[config.mk]
export PLATFORM = sky130hd
export DESIGN_NAME = tbase_unit
export DESIGN_NICKNAME = d
export VERILOG_FILES = /design/src/rtl/tbase_pkg.sv /design/src/rtl/tbase_prescaler.sv /design/src/rtl/tbase_reload.sv /design/src/rtl/tbase_counter.sv /design/src/rtl/tbase_unit.sv
export SDC_FILE = /design/constraint.sdc
export NUM_CORES = 1
export LEC_CHECK = 0
export ABC_AREA = 1
export BUFFER_PORTS_ARGS = -buffer_cell sky130_fd_sc_hd__buf_2
export CAP_MARGIN = 10
export CELL_PAD_IN_SITES_DETAIL_PLACEMENT = 2
export CELL_PAD_IN_SITES_GLOBAL_PLACEMENT = 2
export CORE_MARGIN = 2
export CORE_UTILIZATION = 34
export DETAILED_ROUTE_END_ITERATION = 10
export GPL_TIMING_DRIVEN = 0
export PLACE_DENSITY_LB_ADDON = 0.12
export SKIP_LAST_GASP = 1
export SLEW_MARGIN = 25
export SYNTH_ARGS = -nofsm -noshare
export SYNTH_HDL_FRONTEND = slang
export SYNTH_SLANG_ARGS = --single-unit
[constraint.sdc]
create_clock -name clk -period 3.82 [get_ports clk]
set_input_delay 0.191 -clock clk [delete_from_list [all_inputs] [get_ports clk]]
set_output_delay 0.191 -clock clk [all_outputs]
set_load 0.02 [all_outputs]
[src/rtl/tbase_pkg.sv]
package tbase_pkg;

    localparam int unsigned DEF_CNT_W = 16;
    localparam int unsigned DEF_PSC_W = 16;

    typedef enum logic [1:0] {
        MODE_UP     = 2'd0,
        MODE_DOWN   = 2'd1,
        MODE_CENTER = 2'd2,
        MODE_RSVD   = 2'd3
    } cnt_mode_e;

    typedef struct packed {
        cnt_mode_e mode;
        logic      preload;
        logic      upd_dis;
        logic      cnt_en;
    } tb_cfg_t;

    // Start point after a restart: downward patterns begin at the reload value
    function automatic logic starts_high(input cnt_mode_e m);
        return (m == MODE_DOWN);
    endfunction

endpackage

[src/rtl/tbase_prescaler.sv]
module tbase_prescaler
    import tbase_pkg::*;
#(
    parameter int unsigned PSC_W = DEF_PSC_W
) (
    input  logic             clk,
    input  logic             rst,
    input  logic             tick,
    input  logic             run,
    input  logic             wr,
    input  logic [PSC_W-1:0] wr_data,
    input  logic             uev,
    input  logic             restart,
    output logic             wrap
);
    logic [PSC_W-1:0] psc_buf_q;
    logic [PSC_W-1:0] psc_act_q;
    logic [PSC_W-1:0] pc_q;
    logic             at_end;

    assign at_end = (pc_q >= psc_act_q);
    assign wrap   = tick & run & at_end;

    always_ff @(posedge clk) begin
        if (rst) begin
            psc_buf_q <= '0;
        end else if (wr) begin
            psc_buf_q <= wr_data;
        end
    end

    always_ff @(posedge clk) begin
        if (rst) begin
            psc_act_q <= '0;
        end else if (uev) begin
            psc_act_q <= psc_buf_q;
        end
    end

    always_ff @(posedge clk) begin
        if (rst) begin
            pc_q <= '0;
        end else if (restart) begin
            pc_q <= '0;
        end else if (tick && run) begin
            pc_q <= at_end ? '0 : pc_q + 1'b1;
        end
    end

endmodule

[src/rtl/tbase_reload.sv]
module tbase_reload
    import tbase_pkg::*;
#(
    parameter int unsigned CNT_W = DEF_CNT_W
) (
    input  logic             clk,
    input  logic             rst,
    input  logic             wr,
    input  logic [CNT_W-1:0] wr_data,
    input  logic             preload,
    input  logic             uev,
    output logic [CNT_W-1:0] arr_buf,
    output logic [CNT_W-1:0] arr_act
);
    logic [CNT_W-1:0] buf_q;
    logic [CNT_W-1:0] act_q;

    always_ff @(posedge clk) begin
        if (rst) begin
            buf_q <= '1;
        end else if (wr) begin
            buf_q <= wr_data;
        end
    end

    always_ff @(posedge clk) begin
        if (rst) begin
            act_q <= '1;
        end else if (wr && !preload) begin
            act_q <= wr_data;
        end else if (uev) begin
            act_q <= buf_q;
        end
    end

    assign arr_buf = buf_q;
    assign arr_act = act_q;

endmodule

[src/rtl/tbase_counter.sv]
module tbase_counter
    import tbase_pkg::*;
#(
    parameter int unsigned CNT_W = DEF_CNT_W
) (
    input  logic             clk,
    input  logic             rst,
    input  cnt_mode_e        mode,
    input  logic             step,
    input  logic             restart,
    input  logic [CNT_W-1:0] arr_act,
    input  logic [CNT_W-1:0] arr_start,
    output logic [CNT_W-1:0] cnt,
    output logic             dir_down,
    output logic             hw_event
);
    logic [CNT_W-1:0] cnt_q;
    logic             dir_q;
    logic [CNT_W-1:0] nxt_cnt;
    logic             nxt_dir;
    logic             wrap_hit;

    always_comb begin
        nxt_cnt  = cnt_q;
        nxt_dir  = dir_q;
        wrap_hit = 1'b0;
        case (mode)
            MODE_DOWN: begin
                if (cnt_q == '0) begin
                    nxt_cnt  = arr_act;
                    wrap_hit = 1'b1;
                end else begin
                    nxt_cnt = cnt_q - 1'b1;
                end
            end
            MODE_CENTER: begin
                if (arr_act == '0) begin
                    nxt_cnt  = '0;
                    nxt_dir  = 1'b0;
                    wrap_hit = 1'b1;
                end else if (!dir_q) begin
                    if (cnt_q >= arr_act - 1'b1) begin
                        nxt_cnt  = arr_act;
                        nxt_dir  = 1'b1;
                        wrap_hit = 1'b1;
                    end else begin
                        nxt_cnt = cnt_q + 1'b1;
                    end
                end else begin
                    if (cnt_q <= {{(CNT_W-1){1'b0}}, 1'b1}) begin
                        nxt_cnt  = '0;
                        nxt_dir  = 1'b0;
                        wrap_hit = 1'b1;
                    end else begin
                        nxt_cnt = cnt_q - 1'b1;
                    end
                end
            end
            default: begin
                if (cnt_q >= arr_act) begin
                    nxt_cnt  = '0;
                    wrap_hit = 1'b1;
                end else begin
                    nxt_cnt = cnt_q + 1'b1;
                end
            end
        endcase
    end

    always_ff @(posedge clk) begin
        if (rst) begin
            cnt_q <= '0;
            dir_q <= 1'b0;
        end else if (restart) begin
            cnt_q <= starts_high(mode) ? arr_start : '0;
            dir_q <= 1'b0;
        end else if (step) begin
            cnt_q <= nxt_cnt;
            dir_q <= nxt_dir;
        end
    end

    assign hw_event = step & wrap_hit;
    assign cnt      = cnt_q;
    assign dir_down = (mode == MODE_DOWN) ? 1'b1 :
                      (mode == MODE_CENTER) ? dir_q : 1'b0;

endmodule

[src/rtl/tbase_unit.sv]
module tbase_unit
    import tbase_pkg::*;
#(
    parameter int unsigned CNT_W = DEF_CNT_W,
    parameter int unsigned PSC_W = DEF_PSC_W
) (
    input  logic             clk,
    input  logic             rst,
    input  logic             tick,
    input  logic [1:0]       cfg_mode,
    input  logic             cfg_preload,
    input  logic             cfg_upd_dis,
    input  logic             cfg_cnt_en,
    input  logic             wr_psc,
    input  logic [PSC_W-1:0] wr_psc_data,
    input  logic             wr_arr,
    input  logic [CNT_W-1:0] wr_arr_data,
    input  logic             sw_update,
    input  logic             flag_clr,
    output logic [CNT_W-1:0] cnt,
    output logic             dir_down,
    output logic             upd_pulse,
    output logic             ovf_flag
);
    tb_cfg_t          cfg;
    logic             step;
    logic             hw_event;
    logic             uev;
    logic [CNT_W-1:0] arr_buf;
    logic [CNT_W-1:0] arr_act;
    logic             upd_q;
    logic             flag_q;

    assign cfg.mode    = cnt_mode_e'(cfg_mode);
    assign cfg.preload = cfg_preload;
    assign cfg.upd_dis = cfg_upd_dis;
    assign cfg.cnt_en  = cfg_cnt_en;

    assign uev = (hw_event & ~cfg.upd_dis) | sw_update;

    tbase_prescaler #(.PSC_W(PSC_W)) u_psc (
        .clk     (clk),
        .rst     (rst),
        .tick    (tick),
        .run     (cfg.cnt_en),
        .wr      (wr_psc),
        .wr_data (wr_psc_data),
        .uev     (uev),
        .restart (sw_update),
        .wrap    (step)
    );

    tbase_reload #(.CNT_W(CNT_W)) u_arr (
        .clk     (clk),
        .rst     (rst),
        .wr      (wr_arr),
        .wr_data (wr_arr_data),
        .preload (cfg.preload),
        .uev     (uev),
        .arr_buf (arr_buf),
        .arr_act (arr_act)
    );

    tbase_counter #(.CNT_W(CNT_W)) u_cnt (
        .clk       (clk),
        .rst       (rst),
        .mode      (cfg.mode),
        .step      (step),
        .restart   (sw_update),
        .arr_act   (arr_act),
        .arr_start (arr_buf),
        .cnt       (cnt),
        .dir_down  (dir_down),
        .hw_event  (hw_event)
    );

    always_ff @(posedge clk) begin
        if (rst) begin
            upd_q  <= 1'b0;
            flag_q <= 1'b0;
        end else begin
            upd_q <= uev;
            if (uev) begin
                flag_q <= 1'b1;
            end else if (flag_clr) begin
                flag_q <= 1'b0;
            end
        end
    end

    assign upd_pulse = upd_q;
    assign ovf_flag  = flag_q;

endmodule

==> results.yml <==
outcome:
  outcome: "finished, final reports clean"
placement:
  numPortBuffers: 62
  dpl_worst_slack_ps: -670.9
  finalWeightedCongestion: 0.9454
  dp.final_hpwl_um: 23740
logic_synthesis:
  synthArstFlopShare_pct: 0
  synth.most_common_cell: "sky130_fd_sc_hd__nand2_1"
  synthesized_area_divided_by_synthesized_cell_count_um2: 6.488
  synth_enable_flop_cells: 0
  synth_cell_types: 43
  synth-seq-area-share_pct: 26.22
  yosys-top-cells-area: "sky130_fd_sc_hd__dfxtp_1, sky130_fd_sc_hd__nand2_1, sky130_fd_sc_hd__ha_1"
  synth_seq_cells: 99
  post-synth-top-area-cell: "sky130_fd_sc_hd__dfxtp_1"
  yosys_warnings: 0
  synth_top_area_share_pct: 26.22
  ys.flop_type: "sky130_fd_sc_hd__dfxtp_1"
  ys_top_cells_by_count: "sky130_fd_sc_hd__nand2_1, sky130_fd_sc_hd__nor2_1, sky130_fd_sc_hd__inv_1, sky130_fd_sc_hd__dfxtp_1, sky130_fd_sc_hd__a21oi_1"
  syn-instance-count: 1165
  mappedNetlistNets: 1264
  synth_area_um2: 7558
floorplan:
  die-area_um2: 23440
  chipWidth_um: 153.1
  initial_utilization_pct: 34.63
  chip_height_um: 153.1
  core_area_um2: 21820
  design.portCount: 63
  placementRows: 54
timing:
  worst_slew_margin_rel_pct: 56.87
  timing_hold_violations_final: 0
  tightest_slew_ps: 646.9
  timing.clock.skew_ps: 18.67
  final_max_slew_viols: 0
  layout_worst_path_cycle_share_pct: 95.11
  grt_setup_unrepaired: "true"
  final_period_minus_worst_setup_slack_ps: 3633
  hold_ws_ps: 32.31
  maxClockFrequency_mhz: 275.2
  final.setup.worst_slack_ps: 186.8
  final-setup-viol-count: 0
  tns_ps: 0
worst_hold_path:
  hold_class: "primary input to register"
global_routing:
  grt_use_total_pct: 25.66
  maximum_number_of_pins_on_one_net_before_global_route_repair: 23
  globalRouteOverflowTotal: 0
  first_global_vias: 8414
  grt_first_pass_wirelength_um: 47270
  antenna_found_initial: 0
run:
  max_cap_violations: 0
layout:
  n_antenna_cell: 0
  synthToLayoutAreaGrowth_pct: 18.66
  layout.nets: 1362
  fillerInstances: 2720
  drive_gt1_share_pct: 18.30
routing:
  drt_pass1_iterations: 5
  detail_route.iter0.violations: 449
  postRouteWirelength_um: 30820
  via_count: 8104
  drt-wirelength-per-cell_um: 19.91
  routed_via_density: 5.235
  remaining_drc_errors: 0
  ant_nets: 0
pwr:
  p_leak_nw: 4.547
  vdd.ir_drop.worst_mv: 0.2025
  power-per-cell-area_nw_per_um2: 324.3
  totalPowerFinal_mw: 2.908
critical_path:
  critical-path-slowest-cell: "sky130_fd_sc_hd__dfxtp_2"
  crit_end_element: "register"
  crit_path_start_kind: "register"
  path_class: "register to register"
  worst_path_largest_cell_delay_ps: 320
  path_common_cell: "sky130_fd_sc_hd__nand2_1"
  worst-path-buf-inv: 4
  critical_path_required_ps: 4090
  max_fo_critical_path: 7
  crit_arrival_ps: 3900
  critical-path-top-delay-family: "simple AND/OR/NAND/NOR gates"
clock_network:
  cts.root.buffer_cell: "sky130_fd_sc_hd__clkbuf_16"
  skew_pair_late_insertion_delay_ps: 380
  clk_pin_slew_ps: 90
  post_cts_hold_buffer_count: 0
  htree_num_levels: 3
  cts_buffer_depth: 2
  cts_buffers: 9
  cts_tree: "yes"
  number_of_clock_sinks: 99
[kinds of logic (layout without fill, tap and decap cells)]
family | Yosys count | in the layout | share of synthesized area, %
fa+ha+maj | 55 | 55 | 9.104
buf+inv | 194 | 297 | 10.83
simple gates | 608 | 608 | 37.15
xor+xnor | 39 | 39 | 4.519
flops | 99 | 99 | 26.22
compound gates | 170 | 170 | 12.18
[power breakdown]
| part | total, mW | switching [mW] | internal (mW) | leakage [nW] |
|---|---|---|---|---|
| clock network | 1.03 | 0.547 | 0.480 | 0.154 |
| logic | 0.713 | 0.474 | 0.239 | 3.58 |
| registers | 1.17 | 0.0752 | 1.09 | 0.816 |
[metal layers]
layer	vias up	global-route usage, %	wire, µm
met4	0	5.071	476
met1	3967	36.42	14950
met3	32	2.098	1062
li1	3957	-	-
met2	148	42.79	14330
met5	-	0	0
[worst min-delay path, stage by stage]
cell	delay, ps
sky130_fd_sc_hd__buf_2	80
sky130_fd_sc_hd__nor2_1	30
sky130_fd_sc_hd__nor2_1	80
[final timing paths]
check / start / slack [ps] / cells after the start / to
max: u_arr.arr_act[2] / 190 / 25 / u_cnt.cnt[12]
max reg2reg: u_arr.arr_act[2] / 190 / 25 / u_cnt.cnt[12]
min reg2reg: ovf_flag / 480 / 2 / ovf_flag
min: wr_psc_data[8] / 30 / 3 / u_psc.psc_buf_q[8]
[through the flow]
stage / instances / cell area, µm² / utilization [%]
2_1_floorplan: 1165 / 7559 / -
3_3_place_gp: 1507 / 8219 / 37.66
3_5_place_dp: 1507 / 8219 / 37.66
4_1_cts: 1527 / 8628 / 39.54
5_1_grt: 1548 / 8969 / 41.10
6_report: 1548 / 8969 / 41.10
[repair_timing]
| action | in CTS | in global routing |
|---|---|---|
| setup buffers | 4 | 16 |
| pin swaps | 4 | 17 |
| gates resized for setup | 20 | 33 |
| gates cloned | 0 | 5 |
| setup endpoints to repair | 50 | 50 |
[area by class of cell]
| class | instances | area [µm²] | area share (%) |
|---|---|---|---|
| flip-flops and latches | 99 | 1988 | 22.17 |
| inverters | 148 | 558.0 | 6.222 |
| plain buffers | 46 | 294.0 | 3.278 |
| repair buffers | 87 | 564.3 | 6.292 |
| clock buffers | 9 | 225.2 | 2.511 |
| clock inverters | 7 | 93.84 | 1.046 |
| multi-input cells | 872 | 4895 | 54.58 |
| well taps | 280 | 350.3 | 3.906 |
[placed cells by master, fill, tap and decap left out, types with 25 or more instances in the layout]
cell and n:
sky130_fd_sc_hd__a21oi_1 67, sky130_fd_sc_hd__buf_2 74, sky130_fd_sc_hd__dfxtp_1 94, sky130_fd_sc_hd__ha_1 54, sky130_fd_sc_hd__inv_1 138, sky130_fd_sc_hd__nand2_1 253
sky130_fd_sc_hd__nand3_1 61, sky130_fd_sc_hd__nand3_2 25, sky130_fd_sc_hd__nand4_1 30, sky130_fd_sc_hd__nor2_1 156, sky130_fd_sc_hd__o21ai_0 67, sky130_fd_sc_hd__xor2_1 33
[state kept, by name, summed over array words and instances, names as in the netlist]
signal,cells
u_arr.arr_act,16
u_cnt.dir_q,1
ovf_flag,1
u_arr.arr_buf,16
u_psc.psc_act_q,16
u_psc.psc_buf_q,16
upd_pulse,1
u_psc.pc_q,16
u_cnt.cnt,16
Note: power is estimated with default switching activity, not from simulation.
